==> src/rtl/alm_pkg.sv <==
package alm_pkg;
  parameter int NUM_FIELDS = 4;
  parameter int VAL_W      = 7;
  localparam int REG_W     = VAL_W + 1;
  typedef logic [VAL_W-1:0] val_t;
  typedef logic [REG_W-1:0] areg_t;
endpackage

==> src/rtl/alm_field_cmp.sv <==
module alm_field_cmp #(
  parameter int VAL_W = alm_pkg::VAL_W
) (
  input  logic             ign,
  input  logic [VAL_W-1:0] alm_val,
  input  logic [VAL_W-1:0] cur_val,
  output logic             hit
);
  logic eq;

  always_comb begin
    eq  = (alm_val == cur_val);
    hit = ign | eq;
  end

  // a selected field that disagrees must block the match
  always_comb begin
    if (!ign && (alm_val != cur_val))
      assert_sel_mismatch_R4: assert (!hit);
  end
endmodule

==> src/rtl/alm_flag_reg.sv <==
module alm_flag_reg (
  input  logic clk,
  input  logic rst_n,
  input  logic tick,
  input  logic all_hit,
  input  logic clr,
  output logic flag
);
  logic set_now;
  logic flag_d;
  logic flag_q;

  always_comb begin
    set_now = tick & all_hit;
    flag_d  = flag_q;
    if (clr)     flag_d = 1'b0;
    if (set_now) flag_d = 1'b1;
  end

  always_ff @(posedge clk or negedge rst_n) begin
    if (!rst_n) flag_q <= 1'b0;
    else        flag_q <= flag_d;
  end

  assign flag = flag_q;

  assert_set_on_match_R5: assert property (@(posedge clk) disable iff (!rst_n)
    (tick && all_hit) |=> flag);
  assert_clear_on_read_R8: assert property (@(posedge clk) disable iff (!rst_n)
    (clr && !(tick && all_hit)) |=> !flag);
  assert_hold_R7: assert property (@(posedge clk) disable iff (!rst_n)
    (!clr && !(tick && all_hit)) |=> $stable(flag));
endmodule

==> src/rtl/alm_tod_match.sv <==
module alm_tod_match #(
  parameter int VAL_W = alm_pkg::VAL_W
) (
  input  logic             clk,
  input  logic             rst_n,
  input  logic             tick_1s,
  input  logic             flags_rd,
  input  logic             irq_en,
  input  logic [VAL_W-1:0] cur_sec,
  input  logic [VAL_W-1:0] cur_min,
  input  logic [VAL_W-1:0] cur_hour,
  input  logic [VAL_W-1:0] cur_date,
  input  logic [VAL_W:0]   alm_sec,
  input  logic [VAL_W:0]   alm_min,
  input  logic [VAL_W:0]   alm_hour,
  input  logic [VAL_W:0]   alm_date,
  output logic             alarm_flag,
  output logic             alarm_irq
);
  localparam int NF    = alm_pkg::NUM_FIELDS;
  localparam int REG_W = VAL_W + 1;

  logic [VAL_W-1:0] cur_a [NF];
  logic [REG_W-1:0] alm_a [NF];
  logic [NF-1:0]    hit_v;
  logic             all_hit;

  always_comb begin
    cur_a[0] = cur_sec;  alm_a[0] = alm_sec;
    cur_a[1] = cur_min;  alm_a[1] = alm_min;
    cur_a[2] = cur_hour; alm_a[2] = alm_hour;
    cur_a[3] = cur_date; alm_a[3] = alm_date;
  end

  genvar gi;
  generate
    for (gi = 0; gi < NF; gi++) begin : g_fld
      alm_field_cmp #(.VAL_W(VAL_W)) u_cmp (
        .ign     (alm_a[gi][REG_W-1]),
        .alm_val (alm_a[gi][VAL_W-1:0]),
        .cur_val (cur_a[gi]),
        .hit     (hit_v[gi])
      );
    end
  endgenerate

  assign all_hit = &hit_v;

  alm_flag_reg u_flag (
    .clk     (clk),
    .rst_n   (rst_n),
    .tick    (tick_1s),
    .all_hit (all_hit),
    .clr     (flags_rd),
    .flag    (alarm_flag)
  );

  assign alarm_irq = alarm_flag & irq_en;

  assert_irq_gated_R10: assert property (@(posedge clk) disable iff (!rst_n)
    (!irq_en || !alarm_flag) |-> !alarm_irq);
  assert_irq_follows_R10: assert property (@(posedge clk) disable iff (!rst_n)
    (irq_en && alarm_flag) |-> alarm_irq);
endmodule

==> config.mk <==
export PLATFORM = sky130hd
export DESIGN_NAME = alm_tod_match
export DESIGN_NICKNAME = d
export VERILOG_FILES = /design/src/rtl/alm_pkg.sv /design/src/rtl/alm_field_cmp.sv /design/src/rtl/alm_flag_reg.sv /design/src/rtl/alm_tod_match.sv
export SDC_FILE = /design/constraint.sdc
export NUM_CORES = 1
export LEC_CHECK = 0
export BUFFER_PORTS_ARGS = -buffer_cell sky130_fd_sc_hd__buf_2
export CORE_MARGIN = 5
export CORE_UTILIZATION = 27
export DETAILED_ROUTE_END_ITERATION = 12
export PLACE_DENSITY = 0.88
export SLEW_MARGIN = 5
export SYNTH_ARGS = -nofsm -noshare
export SYNTH_HDL_FRONTEND = slang
export SYNTH_HIERARCHICAL = 1
export SYNTH_SLANG_ARGS = --single-unit
==> constraint.sdc <==
create_clock -name clk -period 1.1 [get_ports clk]
set_input_delay 0.22 -clock clk [delete_from_list [all_inputs] [get_ports clk]]
set_output_delay 0.22 -clock clk [all_outputs]
set_load 0.01 [all_outputs]
==> results of run 1 <==
-- cell usage in the layout, fill, tap and decap left out --
cell type / n
buf_6: 5
and4_1: 1
a41o_1: 4
nand2_1: 1
dfrtp_1: 1
dlygate4sd3_1: 1
buf_2: 61
xor2_1: 16
nor4_1: 4
xnor2_1: 12
and2_1: 1
inv_1: 1
o21ai_2: 1
-- critical path, delay by kind of cell --
kind | cells | cell delay, ps
xor+xnor | 1 | 150
simple gates | 3 | 500
compound gates | 2 | 240
buf+inv | 1 | 100
-- cells in the mapped netlist --
| library cell | instances |
|---|---|
| and4_1 | 1 |
| and2_1 | 1 |
| o21ai_2 | 1 |
| inv_1 | 1 |
| xor2_1 | 16 |
| nor4_1 | 4 |
| xnor2_1 | 12 |
| dfrtp_1 | 1 |
| nand2_1 | 1 |
| a41o_1 | 4 |
-- layout make-up --
class / count / share of cell area (%)
timing repair buffer: 67 / 49.1
multi-input combinational: 40 / 44.6
sequential: 1 / 3.31
tap: 15 / 2.48
inverter: 1 / 0.496
-- worst max-delay path by stage --
stage	from	endpoint	slack, ps	cells past startpoint
final	cur_hour[2]	u_flag/flag	-190	7
after global routing	cur_min[3]	u_flag/flag	-280	7
after CTS	alm_sec[1]	u_flag/flag	-220	7
after detailed placement	cur_hour[2]	u_flag/flag	-250	7
after global placement	cur_sec[2]	u_flag/flag	-230	7
after floorplan	cur_hour[2]	u_flag/flag	-20	6
-- power by group --
group	total, mW	internal, mW	leakage, nW	switching (mW)
registers	0.0398	0.0389	0.0137	0.000904
logic	0.242	0.157	0.412	0.0850
clock network	0	0	0	0
-- routing by layer --
layer / track usage (%) / vias to the layer above / wire length [um]
met5: 0 / - / 0
met4: 0 / 0 / 0
met3: 1.15 / 0 / 252
met2: 19.0 / 45 / 596
met1: 12.2 / 206 / 449
li1: - / 282 / -
-- logic make-up (layout without fill, tap and decap cells) --
logic type | after synthesis | in the layout
xor+xnor | 28 | 28
simple gates | 7 | 7
compound gates | 5 | 5
flops | 1 | 1
buf+inv | 1 | 68
-- per-stage QoR --
step / utilization [%] / instance area (um2) / total power [mW] / instances / TNS (ps)
2_1_floorplan: - / 367 / 0.131 / 42 / -18.8
3_3_place_gp: 55.7 / 716 / 0.265 / 123 / -230
3_5_place_dp: 55.7 / 716 / 0.270 / 123 / -245
4_1_cts: 57.9 / 744 / 0.281 / 124 / -222
5_1_grt: 58.9 / 757 / 0.306 / 124 / -280
6_report: 58.9 / 757 / 0.282 / 124 / -190
-- what timing repair did --
item | 4_1_cts | 5_1_grt
pin swaps | 11 | 6
hold buffers | 1 | 0
endpoints found under the hold margin | 1 | 0
endpoints found under the setup margin | 1 | 1
resized for setup | 3 | 2
==> metrics.yaml, run 1 <==
setup_path:
  cp_slowest_cell: "nor4_1"
  reg2reg_depth: 2
  timing.rr.start: "u_flag/flag"
  cpPeakStageDelay_ps: 270
  end_kind: "flip-flop"
  criticalPathCategory: "primary input to flip-flop"
  arrival_ps: 1210
  r2r_slack_ps: 500
  regToRegEndpoint: "u_flag/flag"
  required_ps: 1020
  start_kind: "primary input"
  cp_cell_sequence: "buf_2 > xor2_1 > nor4_1 > a41o_1 > and4_1 > nand2_1 > o21ai_2"
  cp_max_fo: 1
cts:
  path_clk_slew_ps: 0
  insertion_delay_ps: 0
  post_cts_buffers: 0
flow_run:
  drv_cap: 0
timing:
  fmax_mhz: 775
  slew_headroom_pct: 83.4
  finalSetupViolations: 1
  fin_worst_skew_ps: 0
  setup_ws_ps: -190
  fin_crit_ps: 1290
  maxSlewViolCount: 0
  holdWs_ps: 391
  report.final.hold_viol_count: 0
  fin_crit_sh_pct: 117
  rsz0062_at_grt: "true"
  worst_slew_pin_slew_ps: 247
min_path:
  hold_path_depth: 2
  holdPathEnd: "u_flag/flag"
  min_from: "flags_rd"
  worst_hold_path_type: "primary input to flip-flop"
synth:
  ys_seq_elements: 1
  synth_fp_nets: 107
  synth.area.top_cells: "xor2_1 (38%), xnor2_1 (29%), a41o_1 (11%)"
  synth-simple-area-share_pct: 11.9
  yosysSeqAreaShare_pct: 6.83
  synth_compound_area_share_pct: 13.3
  synth_fa_ha_area_share_pct: 0
  yosys.area.top_type_share_pct: 38.2
  synth_top_family_by_area: "XOR/XNOR gates"
  synth_area_um2: 367
  synthMuxAreaShare_pct: 0
  synthDistinctLibCells: 10
  netlist_instances: 42
  yosysTopAreaCell: "xor2_1"
  yosys_warnings: 6
  yosys.area_share.xor_xnor_pct: 66.9
  avgSynthCellArea_um2: 8.73
layout:
  seq_area_um2: 25.0
  multi_input_area_um2: 338
  fillers: 115
  diodes: 0
  drive_gt1_share_pct: 61.5
  nets: 176
  largest_register_ffs: 1
  area_growth_pct: 106
floorplan:
  die_area_um2: 2190
  io_pins: 67
  start_util_pct: 28.5
  core_area_um2: 1280
  dieWidth_um: 46.9
  rows: 13
  die_height_um: 46.9
route:
  wire_per_inst_um: 10.5
  vias: 533
  wl_um: 1300
  drtIter0Drc: 0
  drc: 0
  dr.pass1.iters: 1
  final_antenna_net_count: 0
  viasPerCell: 4.30
global_route:
  overflow: 0
  grt_pass1_wl_um: 1700
  grt_usage_pct: 9.81
  grt_pass1_vias: 509
  antenna_found_initial: 0
  grt_max_degree: 4
power_and_ir_drop:
  power_density_nw_per_um2: 373
  leakage_nw: 0.425
  peakVddDrop_uv: 165
placement:
  pre_cts_ws_ps: -245
  routabilityCongestion: 0.650
  place.port_buffers: 66
  hpwlAfterDp_um: 1200
outcome:
  violations: "setup timing"
  outcome: "finished, violations left"
No activity file was read; power rests on OpenSTA's default activity.
==> inputs of run 2 (changes only) <==
--- a/config.mk
+++ b/config.mk
@@ -5,11 +5,12 @@
 export SDC_FILE = /design/constraint.sdc
 export NUM_CORES = 1
 export LEC_CHECK = 0
+export ABC_AREA = 1
 export BUFFER_PORTS_ARGS = -buffer_cell sky130_fd_sc_hd__buf_2
 export CORE_MARGIN = 5
-export CORE_UTILIZATION = 27
+export CORE_UTILIZATION = 37
 export DETAILED_ROUTE_END_ITERATION = 12
-export PLACE_DENSITY = 0.88
+export PLACE_DENSITY = 0.9
 export SLEW_MARGIN = 5
 export SYNTH_ARGS = -nofsm -noshare
 export SYNTH_HDL_FRONTEND = slang
==> run 2 against run 1 <==
Against the previous run:
- the run now ends clean
- die area grew 19%
- sequential share of layout area shrank 1.1 points
- routed wire length grew 38%
- first-iteration DRC count grew 10
- largest cell class is now multi-input gates
==> metrics.yaml, run 2 <==
outcome:
  outcome: "complete, no violations"
setup_path:
  arrival_ps: 980
  start_kind: "primary input"
  end_kind: "flip-flop"
  required_ps: 1040
  criticalPathCategory: "primary input to flip-flop"
  cp_max_fo: 1
global_route:
  grt_max_degree: 4
  grt_pass1_wl_um: 2550
  grt_usage_pct: 11.5
  antenna_found_initial: 0
  overflow: 0
  grt_pass1_vias: 727
route:
  wl_um: 1800
  drtIter0Drc: 10
  drc: 0
  wire_per_inst_um: 7.70
  final_antenna_net_count: 0
  vias: 943
  dr.pass1.iters: 4
  viasPerCell: 4.05
layout:
  largest_register_ffs: 1
  final_common_cell: "nand2_1"
  area_growth_pct: 78.8
  seq_area_um2: 25.0
  fillers: 139
  nets: 284
  multi_input_area_um2: 452
  final_cells: 233
  drive_gt1_share_pct: 40.1
  diodes: 0
  layout_common_cells: "nand2_1 (85), buf_2 (49), inv_1 (29)"
  utilization_pct: 71.6
  design_area_um2: 1120
synth:
  ys.flop_type: "dfrtp_1"
  yosysSeqAreaShare_pct: 4.01
  ys_top_cells_by_count: "nand2_1 (86), inv_1 (46), nor2_1 (9), xnor2_1 (4), xor2_1 (4)"
  synth_edf_count: 0
  yosys_warnings: 6
  netlist_instances: 150
  async_flop_share_pct: 100
  yosysTopAreaCell: "nand2_1"
  synth_fp_nets: 215
  synth_area_um2: 624
  yosysMostFrequentCell: "nand2_1"
  avgSynthCellArea_um2: 4.16
  synthDistinctLibCells: 6
  synth.area.top_cells: "nand2_1 (52%), inv_1 (28%), xnor2_1 (5.6%)"
  yosys.area.top_type_share_pct: 51.7
  ys_seq_elements: 1
timing:
  fin_crit_sh_pct: 94.6
  fin_crit_ps: 1040
  maxSlewViolCount: 0
  fmax_mhz: 961
  slew_headroom_pct: 90.8
  rsz0062_at_grt: "true"
  report.final.hold_viol_count: 0
  worst_slew_pin_slew_ps: 137
  holdWs_ps: 419
  setup_ws_ps: 59.1
  fin_worst_skew_ps: 0
  finalSetupViolations: 0
placement:
  routabilityCongestion: 0.707
  pre_cts_ws_ps: 55.6
  hpwlAfterDp_um: 1510
  place.port_buffers: 66
  place_inst: 232
  dpl-instance-area_um2: 975
power_and_ir_drop:
  leakage_nw: 0.832
  power_density_nw_per_um2: 335
  peakVddDrop_uv: 199
floorplan:
  start_util_pct: 40.0
  rows: 14
  core_area_um2: 1560
  die_area_um2: 2610
  dieWidth_um: 51.1
  die_height_um: 51.1
  io_pins: 67
cts:
  insertion_delay_ps: 0
  path_clk_slew_ps: 0
  post_cts_buffers: 0
min_path:
  worst_hold_path_type: "primary input to flip-flop"
flow_run:
  drv_cap: 0
## run 2: cell types whose count changed after synthesis, moves of 4 or more
| cell | before | now |
|---|---|---|
| nand2_1 | 1 | 86 |
| inv_1 | 1 | 46 |
| xor2_1 | 16 | 4 |
| nor2_1 | 0 | 9 |
| xnor2_1 | 12 | 4 |
| a41o_1 | 4 | 0 |
| nor4_1 | 4 | 0 |
## run 2: cell families (layout without fill, tap and decap cells)
kind of cell	Yosys count	in the layout	share of synthesized area, %
xor gates and xnor gates	8	8	11.2
DFF	1	1	4.01
buffers and inverters	46	113	27.7
and+or+nand+nor	95	95	57.1
## run 2: cell type report
class | instances | area share (%)
Multi-Input combinational cell | 103 | 40.5
Timing Repair Buffer | 67 | 40.0
Tap cell | 16 | 1.79
Sequential cell | 1 | 2.24
Inverter | 46 | 15.5
## run 2: power breakdown
part           total (mW)  leakage (nW)  switching (mW)  internal (mW)
Combinational       0.333         0.818           0.138          0.196
Sequential         0.0399        0.0137         0.00107         0.0388
Clock                   0             0               0              0
## run 2: worst paths after layout
path                            slack, ps   startpoint  depth (start not counted)           to
max in group asynchronous             480        rst_n                          2  u_flag/flag
worst min-delay path                  420      tick_1s                          3  u_flag/flag
worst max register to register        490  u_flag/flag                          2  u_flag/flag
min in group asynchronous             540        rst_n                          2  u_flag/flag
worst min register to register        500  u_flag/flag                          2  u_flag/flag
worst max-delay path                   60   alm_min[3]                         10  u_flag/flag
## run 2: critical path: stages
cell and delay, ps:
buf_6 100, xnor2_2 140, nand2_1 70, nor2_1 100, nand2_1 50, nand2_1 60, nand2_1 60, nor2_1 80
nand2_1 60, nand2_1 50
## run 2: through the flow
step                power (mW)  setup TNS [ps]
floorplan                0.169               0
global placement         0.307               0
detailed placement       0.312               0
CTS                      0.316               0
global route             0.420           -71.2
finish                   0.373               0
## run 2: metal layers
layer / GRT usage, % / vias up / share of wire (%)
li1: - / 538 / -
met1: 13.1 / 359 / 36
met2: 21.9 / 44 / 49
met3: 3.78 / 2 / 14
met4: 0 / 0 / 1.1
met5: 0 / - / 0
## run 2: what timing repair did
item / 4_1_cts / 5_1_grt
gates resized for setup: 0 / 38
endpoints found under the setup margin: 0 / 1
endpoints found under the hold margin: 1 / 0
hold buffers: 1 / 0
==> inputs of run 3 (changes only) <==
--- a/config.mk
+++ b/config.mk
@@ -8,9 +8,10 @@
 export ABC_AREA = 1
 export BUFFER_PORTS_ARGS = -buffer_cell sky130_fd_sc_hd__buf_2
 export CORE_MARGIN = 5
-export CORE_UTILIZATION = 37
+export CORE_UTILIZATION = 38
+export CTS_BUF_LIST = sky130_fd_sc_hd__clkbuf_4
 export DETAILED_ROUTE_END_ITERATION = 12
-export PLACE_DENSITY = 0.9
+export PLACE_DENSITY = 0.92
 export SLEW_MARGIN = 5
 export SYNTH_ARGS = -nofsm -noshare
 export SYNTH_HDL_FRONTEND = slang
==> run 3 against run 2 <==
Against the previous run:
- first-iteration DRC count is 80% lower
- die area fell by 2.1%
- register-to-register slack is essentially flat
- total power decreased by 4.1%
- critical endpoint unchanged
- critical path depth is 2 higher
- flip-flop and latch count unchanged
- largest power group unchanged
==> metrics.yaml, run 3 (synthesis results as in run 2) <==
outcome:
  outcome: "complete, no violations"
timing:
  fin_worst_skew_ps: 0
  fin_crit_sh_pct: 94.8
  report.final.hold_viol_count: 0
  fin_crit_ps: 1040
  finalSetupViolations: 0
  slew_headroom_pct: 90.7
  worst_slew_pin_slew_ps: 138
  fmax_mhz: 959
  maxSlewViolCount: 0
  rsz0062_at_grt: "true"
layout:
  final_common_cell: "nand2_1"
  largest_register_ffs: 1
  diodes: 0
  nets: 284
  multi_input_area_um2: 457
  design_area_um2: 1080
  utilization_pct: 70.7
  area_growth_pct: 72.5
  layout_common_cells: "nand2_1 (83), buf_2 (56), inv_1 (37)"
  drive_gt1_share_pct: 37.3
  seq_area_um2: 25.0
  fillers: 147
setup_path:
  arrival_ps: 980
  start_kind: "primary input"
  regToRegEndpoint: "u_flag/flag"
  required_ps: 1030
  timing.rr.start: "u_flag/flag"
  criticalPathCategory: "primary input to flip-flop"
  r2r_slack_ps: 480
  end_kind: "flip-flop"
  reg2reg_depth: 2
  cp_max_fo: 2
floorplan:
  rows: 14
  dieWidth_um: 50.5
  die_area_um2: 2550
  start_util_pct: 41.0
  core_area_um2: 1520
  die_height_um: 50.5
  io_pins: 67
power_and_ir_drop:
  peakVddDrop_uv: 185
  power_density_nw_per_um2: 333
  leakage_nw: 0.826
placement:
  place.port_buffers: 66
  hpwlAfterDp_um: 1600
  dpl-instance-area_um2: 975
  routabilityCongestion: 0.727
global_route:
  overflow: 0
  antenna_found_initial: 0
  grt_max_degree: 4
  grt_usage_pct: 12.1
  grt_pass1_vias: 785
  grt_pass1_wl_um: 2670
route:
  drc: 0
  wl_um: 1870
  vias: 971
  wire_per_inst_um: 8.01
  dr.pass1.iters: 3
  drtIter0Drc: 2
  final_antenna_net_count: 0
  viasPerCell: 4.17
cts:
  insertion_delay_ps: 0
  post_cts_buffers: 0
  path_clk_slew_ps: 0
min_path:
  min_from: "tick_1s"
  hold_path_depth: 3
  worst_hold_path_type: "primary input to flip-flop"
  holdPathEnd: "u_flag/flag"
flow_run:
  drv_cap: 0
[run 3: cell counts in the layout (fill, tap and decap cells not counted)]
Identical to the previous run, type by type.
[run 3: routing by layer]
metal,global-route usage (%),vias up,part of all wire [%]
li1,-,539,-
met3,5.92,0,19
met1,12.2,387,32
met4,0,0,0
met2,23.6,45,49
met5,0,-,0
[run 3: repair_timing]
| item | in CTS | in global routing |
|---|---|---|
| hold endpoints to repair | 1 | 0 |
| hold buffers | 1 | 0 |
| endpoints found under the setup margin | 0 | 1 |
| gates resized for setup | 0 | 25 |
[run 3: layout make-up]
class / count / area share (%)
inverters: 46 / 16.0
multi-input cells: 103 / 42.4
flip-flops and latches: 1 / 2.32
well taps: 16 / 1.86
repair buffers: 67 / 37.4
[run 3: critical path: stages]
cell and delay [ps]:
buf_2 110, inv_1 60, nand2_1 50, nand2_1 50
nand2_1 50, nor2_1 80, nand2_1 60, nand2_1 50
nand2_1 50, nor2_1 90, nand2_1 60, nand2_1 50
[run 3: worst max-delay path by stage]
stage / from / endpoint
after floorplan: cur_sec[3] / u_flag/flag
after global placement: cur_hour[3] / u_flag/flag
after detailed placement: cur_sec[3] / u_flag/flag
after CTS: cur_sec[3] / u_flag/flag
after global routing: cur_sec[3] / u_flag/flag
final: alm_hour[0] / u_flag/flag
[run 3: stage by stage]
| step | hold WS, ps | std cells | power [mW] | setup slack (ps) | setup TNS (ps) |
|---|---|---|---|---|---|
| 5_1_grt | 430 | 233 | 0.405 | -51.8 | -51.8 |
| 6_report | 418 | 233 | 0.358 | 56.8 | 0 |
| 3_5_place_dp | -3.95 | 232 | 0.315 | 28.9 | 0 |
| 2_1_floorplan | -75.6 | 150 | 0.169 | 245 | 0 |
| 4_1_cts | 430 | 233 | 0.319 | 26.5 | 0 |
| 3_3_place_gp | -5.10 | 232 | 0.307 | 83.3 | 0 |
[run 3: where the power goes]
group	internal (mW)	switching [mW]
registers	0.0388	0.00118
clock network	0	0
logic	0.181	0.137
